--- config.mk ---
export PLATFORM = sky130hd
export DESIGN_NAME = split_bus_term
export DESIGN_NICKNAME = d
export VERILOG_FILES = /design/src/rtl/sbt_pkg.sv /design/src/rtl/sbt_addr_stage.sv /design/src/rtl/sbt_pend_queue.sv /design/src/rtl/sbt_data_engine.sv /design/src/rtl/sbt_snoop_unit.sv /design/src/rtl/split_bus_term.sv
export SDC_FILE = /design/constraint.sdc
export NUM_CORES = 1
export LEC_CHECK = 0
export BUFFER_PORTS_ARGS = -buffer_cell sky130_fd_sc_hd__buf_2
export CORE_UTILIZATION = 53
export CTS_BUF_LIST = sky130_fd_sc_hd__clkbuf_8
export DETAILED_ROUTE_END_ITERATION = 16
export PLACE_DENSITY_LB_ADDON = 0.12
export SKIP_CTS_REPAIR_TIMING = 1
export SYNTH_ARGS = -nofsm -noshare
export SYNTH_HDL_FRONTEND = slang
export SYNTH_SLANG_ARGS = --single-unit
--- constraint.sdc ---
create_clock -name clk -period 3.88 [get_ports clk]
set_clock_uncertainty 0.1 [all_clocks]
set_input_delay 0.194 -clock clk [delete_from_list [all_inputs] [get_ports clk]]
set_output_delay 0.194 -clock clk [all_outputs]
set_load 0.05 [all_outputs]
--- src/rtl/sbt_pkg.sv ---
package sbt_pkg;
    localparam int ADDR_W     = 32;
    localparam int LINE_BYTES = 32;
    localparam int REGION_BIT = ADDR_W - 1;
    localparam int MAX_BEATS  = LINE_BYTES / 4;
    localparam int BEAT_W     = $clog2(MAX_BEATS);
    localparam int CNT_W      = BEAT_W + 1;

    typedef enum logic [1:0] {
        XK_ADDR_ONLY = 2'd0,
        XK_SINGLE    = 2'd1,
        XK_LINE      = 2'd2,
        XK_RSVD      = 2'd3
    } xfer_kind_e;

    typedef struct packed {
        logic [ADDR_W-1:0] addr;
        logic              write;
        logic              line;
    } pend_t;

    function automatic logic needs_data(input logic [1:0] k);
        return (k == XK_SINGLE) || (k == XK_LINE);
    endfunction

    function automatic logic [CNT_W-1:0] beat_count(input logic line, input logic wide);
        if (line)
            return wide ? CNT_W'(LINE_BYTES / 8) : CNT_W'(LINE_BYTES / 4);
        return wide ? CNT_W'(1) : CNT_W'(2);
    endfunction

    function automatic logic [ADDR_W-1:0] start_addr(input pend_t e);
        if (e.line)
            return e.addr & ~ADDR_W'(LINE_BYTES - 1);
        return e.addr & ~ADDR_W'(7);
    endfunction

    function automatic int beat_shift(input logic wide);
        return wide ? 3 : 2;
    endfunction
endpackage

--- src/rtl/sbt_addr_stage.sv ---
module sbt_addr_stage
    import sbt_pkg::*;
(
    input  logic              abus_valid,
    input  logic [ADDR_W-1:0] abus_addr,
    input  logic [1:0]        abus_kind,
    input  logic              abus_write,
    input  logic              q_full,
    output logic              aack,
    output logic              push,
    output pend_t             push_ent
);
    logic data_kind;

    always_comb begin
        data_kind      = needs_data(abus_kind);
        aack           = abus_valid && (!data_kind || !q_full);
        push           = aack && data_kind;
        push_ent.addr  = abus_addr;
        push_ent.write = abus_write;
        push_ent.line  = (abus_kind == XK_LINE);
    end
endmodule

--- src/rtl/sbt_pend_queue.sv ---
module sbt_pend_queue #(
    parameter int  DEPTH = 2,
    parameter type T     = logic
) (
    input  logic clk,
    input  logic rst,
    input  logic push,
    input  T     push_ent,
    input  logic pop,
    output logic full,
    output logic empty,
    output T     head
);
    localparam int PW = (DEPTH > 1) ? $clog2(DEPTH) : 1;
    localparam int CW = $clog2(DEPTH + 1);

    T                store [DEPTH];
    logic [PW-1:0]   wptr, rptr;
    logic [CW-1:0]   cnt;

    function automatic logic [PW-1:0] nxt(input logic [PW-1:0] p);
        return (p == PW'(DEPTH - 1)) ? '0 : p + 1'b1;
    endfunction

    always_ff @(posedge clk) begin
        if (rst) begin
            wptr <= '0;
            rptr <= '0;
            cnt  <= '0;
        end else begin
            if (push) begin
                store[wptr] <= push_ent;
                wptr        <= nxt(wptr);
            end
            if (pop)
                rptr <= nxt(rptr);
            case ({push, pop})
                2'b10:   cnt <= cnt + 1'b1;
                2'b01:   cnt <= cnt - 1'b1;
                default: cnt <= cnt;
            endcase
        end
    end

    assign full  = (cnt == CW'(DEPTH));
    assign empty = (cnt == '0);
    assign head  = store[rptr];
endmodule

--- src/rtl/sbt_data_engine.sv ---
module sbt_data_engine
    import sbt_pkg::*;
(
    input  logic              clk,
    input  logic              rst,
    input  logic              wide,
    input  logic              head_valid,
    input  pend_t             head,
    input  logic              tgt_ready,
    output logic              tgt_req,
    output logic              tgt_sel,
    output logic [ADDR_W-1:0] tgt_addr,
    output logic              tgt_write,
    output logic              beat_ack,
    output logic              beat_last
);
    logic [BEAT_W-1:0] beat_q;
    logic [CNT_W-1:0]  nbeats;
    logic [ADDR_W-1:0] offset;

    always_comb begin
        nbeats    = beat_count(head.line, wide);
        offset    = ADDR_W'(beat_q) << beat_shift(wide);
        tgt_req   = head_valid;
        tgt_sel   = head.addr[REGION_BIT];
        tgt_write = head.write;
        tgt_addr  = start_addr(head) + offset;
        beat_ack  = tgt_req && tgt_ready;
        beat_last = beat_ack && ({1'b0, beat_q} == nbeats - 1'b1);
    end

    always_ff @(posedge clk) begin
        if (rst)
            beat_q <= '0;
        else if (beat_last)
            beat_q <= '0;
        else if (beat_ack)
            beat_q <= beat_q + 1'b1;
    end
endmodule

--- src/rtl/sbt_snoop_unit.sv ---
module sbt_snoop_unit
    import sbt_pkg::*;
(
    input  logic              clk,
    input  logic              rst,
    input  logic              snoop_off,
    input  logic              ext_valid,
    input  logic [ADDR_W-1:0] ext_addr,
    output logic              snoop_req,
    output logic [ADDR_W-1:0] snoop_addr
);
    logic hit;
    assign hit = ext_valid && !ext_addr[REGION_BIT] && !snoop_off;

    always_ff @(posedge clk) begin
        if (rst) begin
            snoop_req  <= 1'b0;
            snoop_addr <= '0;
        end else begin
            snoop_req <= hit;
            if (hit)
                snoop_addr <= ext_addr;
        end
    end
endmodule

--- src/rtl/split_bus_term.sv ---
module split_bus_term
    import sbt_pkg::*;
#(
    parameter int QDEPTH = 2
) (
    input  logic              clk,
    input  logic              rst,
    input  logic              width_strap,
    input  logic              abus_valid,
    input  logic [ADDR_W-1:0] abus_addr,
    input  logic [1:0]        abus_kind,
    input  logic              abus_write,
    output logic              aack,
    input  logic              tgt_ready,
    output logic              tgt_req,
    output logic              tgt_sel,
    output logic [ADDR_W-1:0] tgt_addr,
    output logic              tgt_write,
    output logic              dbeat_ack,
    output logic              dbeat_last,
    input  logic              snoop_off,
    input  logic              ext_valid,
    input  logic [ADDR_W-1:0] ext_addr,
    output logic              snoop_req,
    output logic [ADDR_W-1:0] snoop_addr,
    output logic              width64
);
    logic  wide_q;
    logic  q_full, q_empty, push;
    pend_t push_ent, head;

    always_ff @(posedge clk) begin
        if (rst)
            wide_q <= width_strap;
    end
    assign width64 = wide_q;

    sbt_addr_stage u_addr (
        .abus_valid (abus_valid),
        .abus_addr  (abus_addr),
        .abus_kind  (abus_kind),
        .abus_write (abus_write),
        .q_full     (q_full),
        .aack       (aack),
        .push       (push),
        .push_ent   (push_ent)
    );

    sbt_pend_queue #(.DEPTH(QDEPTH), .T(pend_t)) u_queue (
        .clk      (clk),
        .rst      (rst),
        .push     (push),
        .push_ent (push_ent),
        .pop      (dbeat_last),
        .full     (q_full),
        .empty    (q_empty),
        .head     (head)
    );

    sbt_data_engine u_data (
        .clk        (clk),
        .rst        (rst),
        .wide       (wide_q),
        .head_valid (!q_empty),
        .head       (head),
        .tgt_ready  (tgt_ready),
        .tgt_req    (tgt_req),
        .tgt_sel    (tgt_sel),
        .tgt_addr   (tgt_addr),
        .tgt_write  (tgt_write),
        .beat_ack   (dbeat_ack),
        .beat_last  (dbeat_last)
    );

    sbt_snoop_unit u_snoop (
        .clk        (clk),
        .rst        (rst),
        .snoop_off  (snoop_off),
        .ext_valid  (ext_valid),
        .ext_addr   (ext_addr),
        .snoop_req  (snoop_req),
        .snoop_addr (snoop_addr)
    );
endmodule

### Yosys cells after proc, flatten, opt, wreduce, memory -nomap -nowiden

Memories as Yosys holds them, arrays and structs flattened. A register that Yosys moved wholly into a read port is not among the register bits.
Cells that the tools add are included.

* $add $sub $neg: 7
* multiply operators: 0
* div/mod/pow operators: 0
* $lt $le $gt $ge: 0
* eq/ne operators: 6
* shift-type cells: 1
* multiplexer cells: 16
* bitwise logic cells: 0
* reductions and logical operators: 16

Operators by type and width (count)
* $mux 32: 2
* $add 32x32->32: 1
* $shl 3x32->32: 1
* $mux 4: 3
* $mux 1: 9
* $eq 2x2->1 const B: 3
* $logic_and 1x1->1: 6
* $logic_not 1->1: 5
* $eq 2x1->1 const B: 2
* $eq 3x4->1: 1
* $pmux 2 s2: 1
* $sub 4x1->4 const B: 1
* $add 3x1->3 const B: 1
* $add 1x1->1 const B: 2
* $add 2x1->2 const B: 1
* $logic_not 2->1: 1
* $logic_or 1x1->1: 2
* $mux 2: 1
* $reduce_bool 2->1: 1
* $reduce_or 2->1: 1
* $sub 2x1->2 const B: 1

* register bits after elaboration: 41
* latch bits: 0
* memory bits (writable): 68
* bits in read-only memories: 0
* bits of input ports: 74
* output and inout port bits: 72
* logic and storage cells: 54
* memories kept: 1

Memory list
* u_queue.store: words 2, width 34, rd ports 1, clocked after memory_dff 1, write ports 1, RTL line sbt_pend_queue.sv:17 `T store [DEPTH];`

### Depth between registers and ports, before layout

* depth in word-level cells: 9
* gate-level depth with buffers: 14
* gate-level depth less buffers: 10

### By module

From an unflattened synthesis, not the netlist that was laid out.

* cells, all modules: 423
* area total of the unflattened synthesis: 5342.6 um2

By module, submodules not included
* sbt_pend_queue: instances 1, cells an instance 128, area an instance 2652.5 um2, sequential area each 2142.1 um2
* sbt_snoop_unit: instances 1, cells an instance 140, area an instance 1488.9 um2, sequential area each 660.6 um2
* sbt_data_engine: instances 1, cells an instance 115, area an instance 884.6 um2, sequential area each 60.1 um2
* sbt_addr_stage: instances 1, cells an instance 38, area an instance 282.8 um2, sequential area each 0.0 um2
* split_bus_term: instances 1, cells an instance 2, area an instance 33.8 um2, sequential area each 30.0 um2

### Worst setup path before layout

OpenSTA, ideal clock, no wires.

* path kind: in2reg
* from: input port abus_kind[0]
* to: memory u_queue.store[1][0] in the netlist's numbering, enable pin
* setup time: 0.464 ns
* data arrival time: 3.517 ns
* required time: 3.316 ns
* setup slack: -0.201 ns
* stages on the path: 5
* path buffers: 0
* cells stage by stage: inv_1 ha_1 o31a_1 nand2b_1 nor3b_1

* longest elaborated chain between the ends: 9
* elaborated cells on any way between the ends: 10
* those cells by class: eq/ne: 2; mux: 3; reduce/logical: 5

RTL lines
* start, declared: RTL line split_bus_term.sv:11 `input logic [1:0] abus_kind,`
* $eq 2x1->1 / $eq 2x2->1 (equally long branches): RTL line sbt_pkg.sv:23 `return (k == XK_SINGLE) || (k == XK_LINE);`
* $logic_or 1x1->1 (*): RTL line sbt_pkg.sv:23
* $logic_not 1->1 (*): RTL line sbt_addr_stage.sv:17 `aack = abus_valid && (!data_kind || !q_full);`
* $logic_or 1x1->1 (*): RTL line sbt_addr_stage.sv:17
* $logic_and 1x1->1 (*): RTL line sbt_addr_stage.sv:17
* net aack: RTL line split_bus_term.sv:13 `output logic aack,`
* $logic_and 1x1->1 (*): RTL line sbt_addr_stage.sv:18 `push = aack && data_kind;`
* $mux 1 (*): RTL line sbt_pend_queue.sv:31 `if (push) begin`
* $mux 1 (*): RTL line sbt_pend_queue.sv:26 `if (rst) begin`
* $mux 1 (not written as such) (*): RTL line sbt_pend_queue.sv:32 `store[wptr] <= push_ent;`
* end, declared: RTL line sbt_pend_queue.sv:17

Mark *: on every way through the listed nets, which the timed path passes. The rest lies on a longest branch.

==> Flow_metrics.wiki <==
{| class="wikitable"
! Metric !! Value
|-
| Cell Area, Synth || 0.00470 mm²
|-
| Fraction of final layout cells with drive strength greater than 1 || a little under 30%
|-
| Count of antenna-violating nets left after detailed routing || 0
|-
| Number of antenna violations at the first check in global routing || 0
|-
| Fraction of synthesis flops using an asynchronous set or reset pin || 0%
|-
| Crit path kind || register to primary output
|-
| Count of flip-flops with a built-in enable after synthesis || between 60 and 70
|-
| Die Wd || between 90 and 100 µm
|-
| Cts bufs inserted || 9
|-
| Die Y || around 96 µm
|-
| Top achievable clock speed || between 0.2 and 0.3 GHz
|-
| Clock latency on the worst-skew pair || ~0.35 ns
|-
| Final number of hold-violating endpoints || 0
|-
| Final min period || roughly 3.6 ns
|-
| Total Routing Usage GR || between 20% and 30%
|-
| Number of search-and-repair iterations in the first detailed-routing pass || 4
|-
| H-tree Lvls || 3
|-
| Maximum number of buffers from clock root to sink || 2
|-
| Via count of the first global-routing pass || 3389
|-
| Total detailed-routing wirelength || about 11 mm
|-
| Wire length of the first global-routing pass || 14.7 mm
|-
| Final RePlAce weighted congestion || between 0.7 and 0.8
|-
| Critical Path Source Type || register
|-
| Tightest hold margin || slightly below 0.007 ns
|-
| Hpwl dp || approximately 6.9 mm
|-
| CTS tree || done
|-
| Clock Root Buffer || sky130_fd_sc_hd__clkbuf_8
|-
| Final Slew Violations || 0
|-
| Floorplan row count || 34
|-
| Register area share after synthesis || ~58%
|-
| Number of instances in the synthesized netlist || approximately 420
|-
| Clock transition time at the flip-flop clock pins of the worst setup and hold paths || 0.11 ns
|-
| Flip-flop cell with the highest count after synthesis || sky130_fd_sc_hd__edfxtp_1
|-
| Min-Delay Startpoint || ext_addr[7]
|-
| VDD IR max || between 0.0002 and 0.00025 V
|-
| Setup violation total in the final timing report || 0
|-
| Clock sink count || between 100 and 150
|-
| Run status || completed
|-
| DRC violation count after routing || 0
|-
| Unique masters post-synth || 50
|-
| Final total negative setup slack || 0 ns
|-
| Core area || approximately 0.0086 mm²
|-
| Post-Synthesis Mean Instance Area || 11.2 µm²
|-
| Required time reported for the critical path endpoint || between 3 and 4 ns
|-
| Transition time at the pin with the least slew margin || 0.931 ns
|-
| Antenna diode instance count || 0
|-
| Worst min-delay path class || input port to register
|-
| Vias per cell || about 5.2
|-
| Top fanout value on the critical path || 27
|-
| Area of the die || approximately 0.0093 mm²
|-
| Number of max-capacitance violations reported || 0
|-
| Layout filler cell count || 621
|-
| Total of flip-flops plus latches after synthesis || about 100
|-
| Count of yosys warnings during synthesis || 0
|-
| Detailed router's first-iteration violation count || between 100 and 150
|-
| Total overflow reported by the global router || 0
|-
| Setup repair after global routing missed its margin || false
|-
| Final worst path period share || a little over 90%
|-
| LEAKAGE || 2.48 nW
|-
| Worst setup EP type || primary output
|-
| Initial standard-cell utilization of the core || between 50% and 60%
|-
| Average detailed-routed wire length per instance || roughly 15 µm
|-
| Crit path DAT || roughly 3.3 ns
|-
| Pin count of the biggest net entering global routing || 43
|-
| Number of ports placed on the die boundary || 146
|-
| Power density normalized to cell area || ~360 mW/mm²
|-
| Layout overhead on the synthesized area || 33.9%
|-
| Number of port buffers || 140
|-
| Vias post-DR || between 3000 and 4000
|-
| Relative slew margins || 37.7%
|-
| Count of nets after finishing || roughly 700
|}
layout make-up:
cell class / count / area (µm²) / share of cell area [%]
multi-input combinational: 295 / 1920 / 30.5
inverter: 3 / 11.3 / 0.179
tap: 108 / 135 / 2.15
clock buffer: 9 / 124 / 1.97
sequential: 104 / 2710 / 43.1
clock inverter: 7 / 51.3 / 0.814
timing repair buffer: 205 / 1340 / 21.3
synthesized netlist by cell type (2+ instances only):
| library cell | instances | area share, % |
|---|---|---|
| sky130_fd_sc_hd__a21oi_1 | 40 | 4.3 |
| sky130_fd_sc_hd__a32o_1 | 2 | 0.43 |
| sky130_fd_sc_hd__and2_1 | 2 | 0.27 |
| sky130_fd_sc_hd__and3_1 | 8 | 1.1 |
| sky130_fd_sc_hd__buf_2 | 4 | 0.43 |
| sky130_fd_sc_hd__buf_4 | 4 | 0.64 |
| sky130_fd_sc_hd__clkbuf_1 | 12 | 0.96 |
| sky130_fd_sc_hd__dfxtp_1 | 41 | 17 |
| sky130_fd_sc_hd__edfxtp_1 | 63 | 40 |
| sky130_fd_sc_hd__ha_1 | 6 | 1.6 |
| sky130_fd_sc_hd__inv_1 | 3 | 0.24 |
| sky130_fd_sc_hd__mux2_2 | 8 | 1.9 |
| sky130_fd_sc_hd__mux2i_1 | 19 | 4.0 |
| sky130_fd_sc_hd__nand2_1 | 82 | 6.5 |
| sky130_fd_sc_hd__nand2b_1 | 2 | 0.27 |
| sky130_fd_sc_hd__nand3_1 | 12 | 1.3 |
| sky130_fd_sc_hd__nand4_1 | 5 | 0.67 |
| sky130_fd_sc_hd__nand4b_1 | 3 | 0.56 |
| sky130_fd_sc_hd__nor2_1 | 20 | 1.6 |
| sky130_fd_sc_hd__nor2b_1 | 4 | 0.53 |
| sky130_fd_sc_hd__nor3_1 | 3 | 0.32 |
| sky130_fd_sc_hd__nor3b_1 | 3 | 0.48 |
| sky130_fd_sc_hd__nor4_1 | 2 | 0.27 |
| sky130_fd_sc_hd__nor4_2 | 2 | 0.53 |
| sky130_fd_sc_hd__o21ai_0 | 6 | 0.64 |
| sky130_fd_sc_hd__or2_1 | 2 | 0.27 |
| sky130_fd_sc_hd__xnor2_1 | 17 | 3.2 |
| sky130_fd_sc_hd__xor2_1 | 24 | 4.5 |
power breakdown:
part	switching, W	total, W	internal [W]
combinational	0.000256	0.000399	0.000143
sequential	0.0000253	0.00123	0.00121
clock	0.000382	0.000623	0.000240
total	0.000664	0.00226	0.00159
cells by family after synthesis:
family          Yosys count  share of synthesized area, %
mux                      28                          6.25
fa+ha+maj                 7                          2.02
xor+xnor                 41                          7.63
buf+inv                  23                          2.26
other cells               1                        0.0797
compound gates           60                          7.82
flops                   104                          57.7
simple gates            157                          16.3
final timing paths:
| kind | endpoint | slack (ns) | cells after the start |
|---|---|---|---|
| hold reg to reg | u_snoop.snoop_addr[22] | 0.35 | 2 |
| hold / removal | u_snoop.snoop_addr[7] | 0.007 | 3 |
| setup / recovery | tgt_addr[23] | 0.28 | 10 |
| setup reg to reg | u_queue.cnt[1] | 1.50 | 7 |
worst max-delay path: stages (launching register included):
cell and delay (ns):
sky130_fd_sc_hd__dfxtp_2 0.43, sky130_fd_sc_hd__buf_6 0.26, sky130_fd_sc_hd__mux2_2 0.37, sky130_fd_sc_hd__ha_1 0.33
sky130_fd_sc_hd__a21oi_1 0.14, sky130_fd_sc_hd__a211oi_4 0.32, sky130_fd_sc_hd__nand2_1 0.14, sky130_fd_sc_hd__nor2_1 0.30
sky130_fd_sc_hd__nand3_1 0.14, sky130_fd_sc_hd__xor2_1 0.22, sky130_fd_sc_hd__buf_2 0.29
layout by cell type (no fill, tap or decap), types with 3 or more instances in the layout:
cell type	instances
sky130_fd_sc_hd__buf_2	140
sky130_fd_sc_hd__nand2_1	82
sky130_fd_sc_hd__edfxtp_1	63
sky130_fd_sc_hd__dlygate4sd3_1	59
sky130_fd_sc_hd__a21oi_1	40
sky130_fd_sc_hd__dfxtp_1	40
sky130_fd_sc_hd__xor2_1	24
sky130_fd_sc_hd__nor2_1	20
sky130_fd_sc_hd__mux2i_1	19
sky130_fd_sc_hd__xnor2_1	17
sky130_fd_sc_hd__nand3_1	12
sky130_fd_sc_hd__clkbuf_8	9
sky130_fd_sc_hd__mux2_2	8
sky130_fd_sc_hd__and3_1	8
sky130_fd_sc_hd__ha_1	6
sky130_fd_sc_hd__nand4_1	5
sky130_fd_sc_hd__o21ai_0	5
sky130_fd_sc_hd__buf_4	5
sky130_fd_sc_hd__nor2b_1	4
sky130_fd_sc_hd__inv_1	3
sky130_fd_sc_hd__nand4b_1	3
sky130_fd_sc_hd__inv_6	3
registers in the layout, indices dropped and copies added, names as in the netlist, named ones only:
signal	count
u_queue.store	62
u_snoop.snoop_addr	32
u_data.beat_q	3
u_queue.cnt	2
u_queue.rptr	1
u_queue.wptr	1
u_snoop.snoop_req	1
width64	1
through the flow:
step	instance area, µm²	util, %	cells	power [W]	setup slack (ns)
4_1_cts	5700	66.1	672	0.00222	0.187
3_3_place_gp	5530	64.0	656	0.00160	0.637
3_5_place_dp	5530	64.0	656	0.00161	0.591
2_1_floorplan	4720	-	422	0.00151	0.0241
5_1_grt	6300	72.9	731	0.00234	0.0432
6_report	6300	72.9	731	0.00226	0.282
layer usage:
metal / track usage [%] / up-vias / part of all wire (%)
met2: 37.4 / 133 / 50
li1: - / 1876 / -
met1: 23.9 / 1759 / 41
met5: 0 / - / 0
met3: 6.00 / 20 / 7.4
met4: 7.46 / 0 / 2.0
Power figures use the tool's default switching activity.
